===== config.mk =====
export PLATFORM = sky130hd
export DESIGN_NAME = selfclk_wr_port
export DESIGN_NICKNAME = d
export VERILOG_FILES = /design/src/rtl/swp_pkg.sv /design/src/rtl/swp_frame_sync.sv /design/src/rtl/swp_sclk_gen.sv /design/src/rtl/swp_shift_in.sv /design/src/rtl/swp_reg_bank.sv /design/src/rtl/selfclk_wr_port.sv
export SDC_FILE = /design/constraint.sdc
export NUM_CORES = 1
export LEC_CHECK = 0
export BUFFER_PORTS_ARGS = -buffer_cell sky130_fd_sc_hd__buf_2
export CAP_MARGIN = 20
export CORE_MARGIN = 4
export CORE_UTILIZATION = 56
export DETAILED_ROUTE_END_ITERATION = 10
export GPL_TIMING_DRIVEN = 0
export PLACE_DENSITY_LB_ADDON = 0.3
export SYNTH_ARGS = -nofsm -noshare
export SYNTH_HDL_FRONTEND = slang
export SYNTH_HIERARCHICAL = 1
export SYNTH_SLANG_ARGS = --single-unit

===== constraint.sdc =====
create_clock -name clk -period 2.1 [get_ports clk]
set_clock_uncertainty 0.15 [all_clocks]
set_input_delay 0.105 -clock clk [delete_from_list [all_inputs] [get_ports clk]]
set_output_delay 0.105 -clock clk [all_outputs]
set_load 0.01 [all_outputs]

===== src/rtl/swp_pkg.sv =====
package swp_pkg;
   // write sequencer states
   typedef enum logic [1:0] {
      ST_IDLE  = 2'd0,
      ST_SHIFT = 2'd1,
      ST_TAIL  = 2'd2
   } wr_state_e;

   // destination indices, decoded from the captured select level
   localparam int DEST_CTRL = 0;
   localparam int DEST_CAL  = 1;
   localparam int NUM_DEST  = 2;
endpackage


===== src/rtl/swp_frame_sync.sv =====
module swp_frame_sync #(
   parameter int STAGES = 2
) (
   input  logic clk,
   input  logic rst_n,
   input  logic din_n,
   output logic dout_n
);
   generate
      if (STAGES == 0) begin : g_bypass
         assign dout_n = din_n;
      end else if (STAGES == 1) begin : g_single
         logic stage_q;
         always_ff @(posedge clk or negedge rst_n) begin
            if (!rst_n) stage_q <= 1'b1;
            else        stage_q <= din_n;
         end
         assign dout_n = stage_q;
      end else begin : g_chain
         logic [STAGES-1:0] chain_q;
         always_ff @(posedge clk or negedge rst_n) begin
            if (!rst_n) chain_q <= '1;
            else        chain_q <= {chain_q[STAGES-2:0], din_n};
         end
         assign dout_n = chain_q[STAGES-1];
      end
   endgenerate
endmodule


===== src/rtl/swp_sclk_gen.sv =====
module swp_sclk_gen #(
   parameter int HALF = 2
) (
   input  logic clk,
   input  logic rst_n,
   input  logic run,
   output logic level,
   output logic rise,
   output logic fall
);
   localparam int CNT_W = (HALF > 1) ? $clog2(HALF) : 1;
   localparam logic [CNT_W-1:0] LAST = CNT_W'(HALF - 1);

   logic [CNT_W-1:0] cnt_q;
   logic             lvl_q;
   logic             tick;

   assign tick = run && (cnt_q == LAST);
   assign rise = tick && !lvl_q;
   assign fall = tick &&  lvl_q;
   assign level = lvl_q;

   always_ff @(posedge clk or negedge rst_n) begin
      if (!rst_n) begin
         cnt_q <= '0;
         lvl_q <= 1'b0;
      end else if (!run) begin
         cnt_q <= '0;
         lvl_q <= 1'b0;
      end else if (tick) begin
         cnt_q <= '0;
         lvl_q <= !lvl_q;
      end else begin
         cnt_q <= cnt_q + CNT_W'(1);
      end
   end
endmodule


===== src/rtl/swp_shift_in.sv =====
module swp_shift_in #(
   parameter int WORD_BITS = 24
) (
   input  logic                 clk,
   input  logic                 rst_n,
   input  logic                 clear,
   input  logic                 cap_en,
   input  logic                 sdata,
   output logic [WORD_BITS-1:0] word,
   output logic                 word_vld,
   output logic                 all_in
);
   localparam int CNT_W = $clog2(WORD_BITS + 1);
   localparam logic [CNT_W-1:0] FINAL_IDX = CNT_W'(WORD_BITS - 1);
   localparam logic [CNT_W-1:0] FULL_CNT  = CNT_W'(WORD_BITS);

   logic [WORD_BITS-1:0] shreg_q;
   logic [WORD_BITS-1:0] shreg_nxt;
   logic [CNT_W-1:0]     cnt_q;
   logic                 vld_q;

   assign shreg_nxt = {shreg_q[WORD_BITS-2:0], sdata};

   always_ff @(posedge clk or negedge rst_n) begin
      if (!rst_n) begin
         shreg_q <= '0;
         cnt_q   <= '0;
         vld_q   <= 1'b0;
      end else begin
         vld_q <= 1'b0;
         if (clear) begin
            shreg_q <= '0;
            cnt_q   <= '0;
         end else if (cap_en && (cnt_q != FULL_CNT)) begin
            shreg_q <= shreg_nxt;
            cnt_q   <= cnt_q + CNT_W'(1);
            if (cnt_q == FINAL_IDX) vld_q <= 1'b1;
         end
      end
   end

   assign word     = shreg_q;
   assign word_vld = vld_q;
   assign all_in   = (cnt_q == FULL_CNT);
endmodule


===== src/rtl/swp_reg_bank.sv =====
module swp_reg_bank
   import swp_pkg::*;
#(
   parameter int                   WORD_BITS = 24,
   parameter logic [WORD_BITS-1:0] CTRL_RST  = '0,
   parameter logic [WORD_BITS-1:0] CAL_RST   = '0
) (
   input  logic                 clk,
   input  logic                 rst_n,
   input  logic                 load,
   input  logic                 dest,
   input  logic [WORD_BITS-1:0] word,
   output logic [WORD_BITS-1:0] ctrl_word,
   output logic [WORD_BITS-1:0] cal_word,
   output logic                 done
);
   logic [WORD_BITS-1:0] regs_q [NUM_DEST];
   logic                 done_q;

   generate
      for (genvar d = 0; d < NUM_DEST; d++) begin : g_dest
         localparam logic [WORD_BITS-1:0] RST_VAL =
            (d == DEST_CTRL) ? CTRL_RST : CAL_RST;
         always_ff @(posedge clk or negedge rst_n) begin
            if (!rst_n)                          regs_q[d] <= RST_VAL;
            else if (load && (int'(dest) == d))  regs_q[d] <= word;
         end
      end
   endgenerate

   always_ff @(posedge clk or negedge rst_n) begin
      if (!rst_n) done_q <= 1'b0;
      else        done_q <= load;
   end

   assign ctrl_word = regs_q[DEST_CTRL];
   assign cal_word  = regs_q[DEST_CAL];
   assign done      = done_q;
endmodule


===== src/rtl/selfclk_wr_port.sv =====
module selfclk_wr_port
   import swp_pkg::*;
#(
   parameter int                   WORD_BITS   = 24,
   parameter int                   SCLK_HALF   = 2,
   parameter int                   SYNC_STAGES = 2,
   parameter logic [WORD_BITS-1:0] CTRL_RST    = '0,
   parameter logic [WORD_BITS-1:0] CAL_RST     = '0
) (
   input  logic                 clk,
   input  logic                 rst_n,
   input  logic                 frame_n,
   input  logic                 reg_sel,
   input  logic                 sdata,
   output logic                 sclk_out,
   output logic                 sclk_oe,
   output logic [WORD_BITS-1:0] ctrl_word,
   output logic [WORD_BITS-1:0] cal_word,
   output logic                 wr_done
);
   // elaboration-time parameter checks
   generate
      if (WORD_BITS < 2) begin : g_bad_width
         $error("selfclk_wr_port: WORD_BITS must be at least 2");
      end
      if (SCLK_HALF < 1) begin : g_bad_half
         $error("selfclk_wr_port: SCLK_HALF must be at least 1");
      end
      if (SYNC_STAGES < 0 || SYNC_STAGES > 4) begin : g_bad_sync
         $error("selfclk_wr_port: SYNC_STAGES must lie in 0..4");
      end
   endgenerate

   wr_state_e            state_q;
   logic                 frame_s_n;
   logic                 frame_prev_q;
   logic                 sel_q;
   logic                 start;
   logic                 abort;
   logic                 run;
   logic                 lvl;
   logic                 rise;
   logic                 fall;
   logic                 cap_en;
   logic [WORD_BITS-1:0] word;
   logic                 word_vld;
   logic                 all_in;

   swp_frame_sync #(.STAGES(SYNC_STAGES)) u_sync (
      .clk    (clk),
      .rst_n  (rst_n),
      .din_n  (frame_n),
      .dout_n (frame_s_n)
   );

   always_ff @(posedge clk or negedge rst_n) begin
      if (!rst_n) frame_prev_q <= 1'b1;
      else        frame_prev_q <= frame_s_n;
   end

   assign start  = (state_q == ST_IDLE) && frame_prev_q && !frame_s_n;
   assign abort  = (state_q == ST_SHIFT) && frame_s_n;
   assign run    = (state_q == ST_SHIFT);
   assign cap_en = rise && !frame_s_n;

   always_ff @(posedge clk or negedge rst_n) begin
      if (!rst_n) begin
         state_q <= ST_IDLE;
         sel_q   <= 1'b0;
      end else begin
         case (state_q)
            ST_IDLE: begin
               if (start) begin
                  state_q <= ST_SHIFT;
                  sel_q   <= reg_sel;
               end
            end
            ST_SHIFT: begin
               if (abort)               state_q <= ST_IDLE;
               else if (fall && all_in) state_q <= ST_TAIL;
            end
            ST_TAIL:  state_q <= ST_IDLE;
            default:  state_q <= ST_IDLE;
         endcase
      end
   end

   swp_sclk_gen #(.HALF(SCLK_HALF)) u_clkgen (
      .clk   (clk),
      .rst_n (rst_n),
      .run   (run),
      .level (lvl),
      .rise  (rise),
      .fall  (fall)
   );

   swp_shift_in #(.WORD_BITS(WORD_BITS)) u_shift (
      .clk      (clk),
      .rst_n    (rst_n),
      .clear    (start),
      .cap_en   (cap_en),
      .sdata    (sdata),
      .word     (word),
      .word_vld (word_vld),
      .all_in   (all_in)
   );

   swp_reg_bank #(
      .WORD_BITS (WORD_BITS),
      .CTRL_RST  (CTRL_RST),
      .CAL_RST   (CAL_RST)
   ) u_bank (
      .clk       (clk),
      .rst_n     (rst_n),
      .load      (word_vld),
      .dest      (sel_q),
      .word      (word),
      .ctrl_word (ctrl_word),
      .cal_word  (cal_word),
      .done      (wr_done)
   );

   assign sclk_oe  = (state_q != ST_IDLE);
   assign sclk_out = sclk_oe ? lvl : 1'b1;
endmodule


Word-level counts from Yosys, hierarchy flattened
Index checks and enable logic that the tools add are counted.

storage, ports and cells
  register bits after elaboration = 87
  output and inout port bits = 51
  bits of input ports = 5
  logic and storage cells = 56

cells by class
  $add $sub $neg = 2
  bitwise gates (word level) = 1
  muxes and demuxes = 16
  reductions and logical operators = 18
  equality and inequality tests = 7

operator list
  cell                 number
  $mux 24              2
  $logic_and 1x1->1    11
  $eq 5x5->1 const B   2
  $mux 5               2
  $mux 1               8
  $mux 2               3
  $add 5x1->5 const B  1
  $ne 5x5->1 const B   1
  $ne 2x2->1 const B   2
  $pmux 2 s2           1
  $reduce_and 2->1     2
  $reduce_bool 2->1    2
  $ne 3x3->1 const B   1
  $eq 2x1->1 const B   1
  $logic_not 1->1      2
  $logic_not 2->1      1
  $add 1x1->1 const B  1
  $not 1->1            1

Logic depth before layout (Yosys ltp)
Gate-level depths: netlist of run 1.

  depth after elaboration = 7
  depth in mapped cells = 8
  gate-level depth less buffers = 7

Hierarchy
The synthesis of run 1 kept the hierarchy.

by module, submodules not included
  module           cells an instance  area an instance (um^2)  sequential area each (um^2)  times used
  swp_reg_bank     104                1935.6                   1226.2                       1
  swp_shift_in     112                1395.1                   750.7                        1
  selfclk_wr_port  14                 186.4                    101.3                        1
  swp_sclk_gen     8                  88.8                     50.0                         1
  swp_frame_sync   2                  52.6                     52.6                         1

Worst setup path after synthesis of run 1
OpenSTA, ideal clock, no wires.

  path type = reg2reg
  start point = register state_q[1]
  end point = register u_shift.cnt_q[2]
  data required time = 1.872 ns
  buffers on the path = 1
  setup slack = 0.269 ns
  arrival = 1.603 ns
  cell stages (with the launch flop) = 9
  period minus slack after synthesis = 1.831 ns
  setup time = 0.078 ns
  cell sequence = dfrtp_1 > and2b_1 > nand2_1 > nor2_1 > nor2b_1 > buf_2 > nand2_1 > or3b_1 > a21oi_1

on the way
  word-level cells in the longest chain between the ends = 6
  elaborated cells on any way between the ends = 10
  those cells by class = eq/ne: 1; mux: 1; reduce/logical: 8

ends and longest elaborated chain
  item                         line                   RTL
  start: declaration           selfclk_wr_port.sv:34  wr_state_e state_q;
  start signal: assignment     selfclk_wr_port.sv:68  state_q <= ST_IDLE;
  start signal: assignment     selfclk_wr_port.sv:74  state_q <= ST_SHIFT;
  start signal: assignment     selfclk_wr_port.sv:79  if (abort) state_q <= ST_IDLE;
  $eq 2x1->1                   selfclk_wr_port.sv:63  assign run = (state_q == ST_SHIFT);
  named net run                selfclk_wr_port.sv:40  logic run;
  $logic_and 1x1->1            swp_sclk_gen.sv:18     assign tick = run && (cnt_q == LAST);
  $logic_and 1x1->1            swp_sclk_gen.sv:19     assign rise = tick && !lvl_q;
  named net rise               selfclk_wr_port.sv:42  logic rise;
  $logic_and 1x1->1            selfclk_wr_port.sv:64  assign cap_en = rise && !frame_s_n;
  named net cap_en             selfclk_wr_port.sv:44  logic cap_en;
  $logic_and 1x1->1            swp_shift_in.sv:34     end else if (cap_en && (cnt_q != FULL_CNT)) begin
  $reduce_bool 2->1 (no line)  n/a
  end signal: assignment       swp_shift_in.sv:36     cnt_q <= cnt_q + CNT_W'(1);
  end: declaration             swp_shift_in.sv:19     logic [CNT_W-1:0] cnt_q;

The timed path passes the listed nets, and every way through them passes these cells.
A chain may end at the register's enable or synchronous reset.

Final worst setup path of run 1
Same ends and word-level chain as after synthesis.

==> metrics.md, run 1 <==
| Metric | Value |
|---|---|
| Status | `finished clean` |
| First-pass GRT wire length | `10.01 mm` |
| Post-synthesis register bit count | `87` |
| Req. time, crit path | `2220 ps` |
| Worst setup startpoint | `state_q[1]` |
| Max-slew headroom at the worst pin | `72.39%` |
| Max-cap violations | `0` |
| WS Path Type | `flop to flop` |
| Largest net degree at the start of global routing | `75` |
| Slew Limit Fails | `0` |
| Minimum clock period | `1997 ps` |
| H-tree depth | `3` |
| Mapped cell area | `3659 sq um` |
| F_max | `0.5007 GHz` |
| Placeable Area | `6350 sq um` |
| Seq/Total Area, Yosys | `between 50% and 60%` |
| Reg2reg path depth | `8` |
| Endpoints failing hold | `0` |
| DR vias | `approximately 2000` |
| Root Buffer Master | `clkbuf_8` |
| Worst skew pair latency | `340 ps` |
| LEAKAGE | `between 2 and 2.5 nW` |
| CTS sink cnt | `87` |
| Hold crit path type | `flop to flop` |
| Crit start category | `flop` |
| Initial antenna violation count | `0` |
| Async S/R FF share, synth | `100.0%` |
| Post-synth EDFFs | `0` |
| Mapped Cells | `240` |
| Final net count | `320` |
| Post-Route WL | `5.986 mm` |
| Port bufs | `55` |
| # diodes | `0` |
| Critical Path End Type | `flop` |
| Flop2flop setup slack | `slightly above 100 ps` |
| Routed Antenna Nets | `0` |
| YS warnings | `6` |
| GP Congestion | `0.7633` |
| Area Growth Syn to Fin | `17.99%` |
| Share of layout cells above drive strength 1 | `44.34%` |
| PwrDens | `681.5 nW/um^2` |
| I/O Pins | `56` |
| Setup bufs post-CTS | `0` |
| Final Setup Violations | `0` |
| DR iter-0 viols | `73` |
| Top_reg_cell synth | `dfrtp_1` |
| DRC Markers | `0` |
| Routed vias/inst | `5.084` |
| Vias in the first global route | `around 2100` |
| CTS clk-pin slew, worst paths | `roughly 80 ps` |
| Fin area | `4317 sq um` |
| Post-DP Area | `4060 sq um` |
| Die H | `about 90 um` |
| Pre-antenna DRT Iters | `4` |
| Post-DP HPWL | `4.121 mm` |
| Yosys cell types | `38` |
| Setup TNS | `0 ps` |
| Die W | `around 89 um` |
| Wirelength per Cell | `15.15 um` |
| Setup ws final | `between 100 and 150 ps` |
| Syn Area/Cell | `15.24 sq um` |
| Initial Util | `57.62%` |
| CTS tree | `yes` |
| Final core utilization | `67.98%` |
| Gr ovfl total | `0` |
| Die area | `around 8000 sq um` |
| Row cnt | `29` |
| Reg-to-Reg End | `u_shift/cnt_q[2]` |
| Period utilization | `95.11%` |
| Gr usage total | `between 15 and 20%` |
| Synth Net Count | `247` |
| Num CTS Buffers | `9` |
| Slew @ Worst Pin | `412.8 ps` |
| Critical R2R Launch | `state_q[1]` |
| RSZ-0062 raised after global routing | `no` |
| CP max FO | `10` |
| Critical path data arrival time | `2110 ps` |
| Clock buffer depth | `2` |
| Max VDD drop | `0.4517 mV` |
| CP endpoint | `u_shift/cnt_q[2]` |
| Setup Slack @ Placement | `34.50 ps` |
## power breakdown
group	internal, mW	total [mW]	switching (mW)
clock	0.551	1.11	0.558
combinational	0.0574	0.125	0.0678
sequential	1.69	1.71	0.0156
total	2.30	2.94	0.641
## through the flow
stage	instances	hold slack, ps	power (mW)
CTS	395	208.6	2.987
detailed placement	373	-180.7	1.860
finish	395	207.8	2.942
global placement	372	60.11	1.851
floorplan	240	-340.6	1.800
global route	395	218.0	3.082
## cells by family (layout without fill, tap and decap cells)
logic type / Yosys count / count (layout) / synth area share, %
mux: 72 / 72 / 23.43
simple gates: 55 / 55 / 10.36
compound gates: 6 / 6 / 1.026
buf+inv: 15 / 93 / 4.172
xor+xnor: 3 / 3 / 0.7183
flops: 87 / 87 / 59.61
fa+ha+maj: 2 / 2 / 0.6839
## cell usage in the layout (no fill, tap or decap), types with 2 or more instances in the layout
cell type,instances
dfrtp_1,83
buf_2,54
mux2_2,28
nand2b_1,25
mux2i_1,23
mux2_4,20
clkbuf_8,9
dlygate4sd3_1,6
clkbuf_1,5
nor2_1,4
buf_6,4
buf_12,4
nand2_1,4
dfstp_2,3
xor2_1,3
inv_1,3
nand3_1,3
a21oi_1,3
clkinvlp_4,2
buf_4,2
nand4_1,2
a21o_2,2
ha_1,2
## registers in the layout (all words and copies together) (netlist names)
signal	flops
u_bank/cal_word	24
u_bank/ctrl_word	24
u_shift/word	24
u_shift/cnt_q	5
state_q	2
u_sync/g_chain.chain_q	2
frame_prev_q	1
sel_q	1
u_bank/done	1
u_clkgen/cnt_q	1
u_clkgen/level	1
u_shift/word_vld	1
## worst min path at each step
stage	from	end	slack, ps	depth (start not counted)
floorplan	rst_n	sel_q	-340	0
detailed placement	rst_n	u_bank/ctrl_word[17]	-180	1
finish	u_sync/g_chain.chain_q[0]	u_sync/g_chain.chain_q[1]	210	0
global route	u_sync/g_chain.chain_q[0]	u_sync/g_chain.chain_q[1]	220	0
CTS	u_sync/g_chain.chain_q[0]	u_sync/g_chain.chain_q[1]	210	0
global placement	frame_n	u_sync/g_chain.chain_q[0]	60	1
## worst max-delay path, stage by stage (launching register included)
cell,delay [ps]
dfrtp_2,440
and2b_1,240
nand2_1,60
nor2_1,110
nor2b_2,200
buf_4,180
nand2_1,70
or3b_1,350
a21oi_1,120
## Yosys cell counts, types with 2 or more instances
cell,number,area [sq um]
a21o_2,2,17.52
a21oi_1,3,15.01
buf_12,4,80.08
buf_6,4,45.04
clkbuf_1,3,11.26
dfrtp_1,84,2102
dfstp_2,3,78.83
ha_1,2,25.02
inv_1,3,11.26
mux2_2,28,315.3
mux2_4,20,300.3
mux2i_1,23,230.2
nand2_1,4,15.01
nand2b_1,25,156.4
nand3_1,3,15.01
nand4_1,2,12.51
nor2_1,4,15.01
xor2_1,3,26.28
## cell type report
class / instances / area [sq um]
repair buffers: 62 / 365.4
multi-input cells: 138 / 1328
clock inverters: 5 / 58.81
inverters: 3 / 11.26
flip-flops and latches: 87 / 2182
plain buffers: 12 / 143.9
well taps: 77 / 96.34
clock buffers: 11 / 131.4
fillers: 457 / 2033
## what timing repair did
action                     in CTS  in global routing
hold buffers                    6                  0
gates resized for setup         0                  4
setup endpoints to repair       0                  2
hold endpoints to repair       87                  0
## routing by layer
layer  up-vias  global-route usage, %  wire, um
met5         -                      0         0
met4         0                  7.418       109
met3         9                  3.911       235
met2        37                  26.32      2888
met1       994                  22.09      2753
li1        968                      -         -
(Power assumes the default switching activity.)
==> run 2, diff against run 1 <==
--- a/config.mk
+++ b/config.mk
@@ -11,7 +11,7 @@
 export CORE_UTILIZATION = 56
 export DETAILED_ROUTE_END_ITERATION = 10
 export GPL_TIMING_DRIVEN = 0
-export PLACE_DENSITY_LB_ADDON = 0.3
+export PLACE_DENSITY = 0.78
 export SYNTH_ARGS = -nofsm -noshare
 export SYNTH_HDL_FRONTEND = slang
 export SYNTH_HIERARCHICAL = 1
==> run 2 against run 1 <==
  * Critical path depth unchanged
  * Clock-buffer cell count unchanged
  * Highest routed layer unchanged
  * Flip-flop and latch count unchanged
  * Die area unchanged
  * Total power decreased by 2.4%
  * Largest cell class unchanged
  * Via count increased by 1.2%
  * Fmax increased by 2.6%
  * Clock power decreased by 6%
  * Largest power group unchanged
  * Core utilization decreased by 0.49 points
  * Worst setup slack improved by 50 ps
  * Cell count decreased by 1.0%
==> metrics.md, run 2 (synthesis gave the netlist of run 1 again) <==
| Metric | Value |
|---|---|
| Status | `finished clean` |
| Root Buffer Master | `clkbuf_8` |
| Num CTS Buffers | `9` |
| Die W | `88.83 um` |
| Slew @ Worst Pin | `492.1 ps` |
| Vias in the first global route | `between 2000 and 2500` |
| Commonest non-fill, non-tap cell in the layout | `dfrtp_1` |
| Hold crit path type | `input port to asynchronous set/reset pin` |
| Final net count | `318` |
| Sw Share | `22.45%` |
| Crit start category | `flop` |
| Initial Util | `57.62%` |
| LEAKAGE | `2.274 nW` |
| Initial antenna violation count | `0` |
| Row cnt | `29` |
| CTS clk-pin slew, worst paths | `80 ps` |
| I/O Pins | `56` |
| DR iter-0 viols | `64` |
| Final core utilization | `67.49%` |
| Layout fillers | `454` |
| Worst-path cell with the longest stage delay | `dfrtp_2` |
| Die area | `7890 sq um` |
| Period utilization | `92.74%` |
| Register share of total power | `59.5%` |
| Cell repeated most along the worst path | `nand2_1` |
| Endpoints failing hold | `0` |
| Final Setup Violations | `0` |
| CP cell instances | `and2b_1 -> nand2_1 -> nor2_1 -> nor2b_2 -> buf_6 -> nand2_1 -> or3b_1 -> a21oi_2` |
| Pre-antenna DRT Iters | `4` |
| F_max | `0.5135 GHz` |
| Routed vias/inst | `5.197` |
| Slew Limit Fails | `0` |
| CTS tree | `yes` |
| CP Buf/Inv Count | `1` |
| Wirelength per Cell | `15.76 um` |
| PwrDens | `670.3 nW/um^2` |
| Clock network fraction of design power | `between 30% and 40%` |
| Clock buffer depth | `2` |
| Critical path data arrival time | `2080 ps` |
| Port bufs | `55` |
| DR vias | `2032` |
| Crit path largest cell delay | `440 ps` |
| CTS sink cnt | `87` |
| P_int | `between 2 and 2.5 mW` |
| Placed cell count | `between 300 and 400` |
| Gr usage total | `17.34%` |
| Most frequent cells in the layout | `83 x dfrtp_1, 54 x buf_2, 28 x mux2_2, 25 x nand2b_1, 23 x mux2i_1` |
| Routed Antenna Nets | `0` |
| Share of layout cells above drive strength 1 | `45.22%` |
| Crit path max-delay family | `simple AND/OR/NAND/NOR gates` |
| Max VDD drop | `between 0.4 and 0.5 mV` |
| CP max FO | `10` |
| Setup bufs post-CTS | `0` |
| Final non-filler cell total | `391` |
| # diodes | `0` |
| Placeable Area | `6350 sq um` |
| Minimum clock period | `1947 ps` |
| H-tree depth | `3` |
| Req. time, crit path | `around 2200 ps` |
| Max-slew headroom at the worst pin | `67.20%` |
| Max-cap violations | `0` |
| Worst skew pair latency | `between 300 and 400 ps` |
| Post-Route WL | `just over 6 mm` |
| Largest net degree at the start of global routing | `52` |
| Post-DP HPWL | `4.227 mm` |
| Net Switching | `0.6449 mW` |
| Die H | `88.83 um` |
| Comb power frac | `4.3%` |
| Gr ovfl total | `0` |
| WS Path Type | `flop to flop` |
| DRC Markers | `0` |
| Critical Path End Type | `flop` |
| First-pass GRT wire length | `10.10 mm` |
| Area Growth Syn to Fin | `17.13%` |
| WHS | `between 100 and 150 ps` |
| GP Congestion | `0.7918` |
-- run 2: final cells by class --
type                            instances  area, sq um  area share (%)
Sequential cell                        87         2182           50.92
Buffer                                 12        147.6           3.445
Clock buffer                           11        151.4           3.533
Clock inverter                          3        20.02          0.4672
Timing Repair Buffer                   60        345.3           8.058
Inverter                                3        11.26          0.2628
Multi-Input combinational cell        138         1331           31.07
Tap cell                               77        96.34           2.248
-- run 2: routing by layer --
layer	vias to the layer above	wire, um	track usage (%)
li1	966	-	-
met1	1018	2920	23.20
met2	37	2855	25.91
met3	11	248	3.538
met4	0	140	10.71
met5	-	0	0
-- run 2: path summary, 6_finish.rpt --
path	slack (ps)	cells past startpoint	from	end
worst min-delay path	110	2	rst_n	u_shift/word[16]
min in group clk	210	0	u_sync/g_chain.chain_q[0]	u_sync/g_chain.chain_q[1]
worst max register to register	150	8	state_q[1]	u_shift/cnt_q[2]
max in group asynchronous	1090	3	rst_n	u_shift/word[23]
worst min register to register	210	0	u_sync/g_chain.chain_q[0]	u_sync/g_chain.chain_q[1]
worst max-delay path	150	8	state_q[1]	u_shift/cnt_q[2]
-- run 2: repair_timing --
item                                    in CTS  in global routing
hold endpoints to repair                    90                  0
hold buffers                                 4                  0
resized for setup                            0                  6
endpoints found under the setup margin       0                  1
-- run 2: power by group through the flow --
stage | Combinational, mW | Sequential, mW | Clock [mW]
3_3_place_gp | 0.111 | 1.74 | 0
5_1_grt | 0.140 | 1.71 | 1.14
6_report | 0.125 | 1.71 | 1.04
2_1_floorplan | 0.0625 | 1.74 | 0
3_5_place_dp | 0.122 | 1.74 | 0
4_1_cts | 0.128 | 1.71 | 1.08
-- run 2: stage by stage --
stage	instance area [sq um]	TNS, ps	power [mW]	setup slack [ps]
finish	4285	0	2.872	152.5
global route	4285	-27.05	2.993	-27.05
CTS	4272	0	2.913	80.22
detailed placement	4060	0	1.864	104.7
global placement	4030	0	1.851	53.74
floorplan	3659	0	1.800	269.0
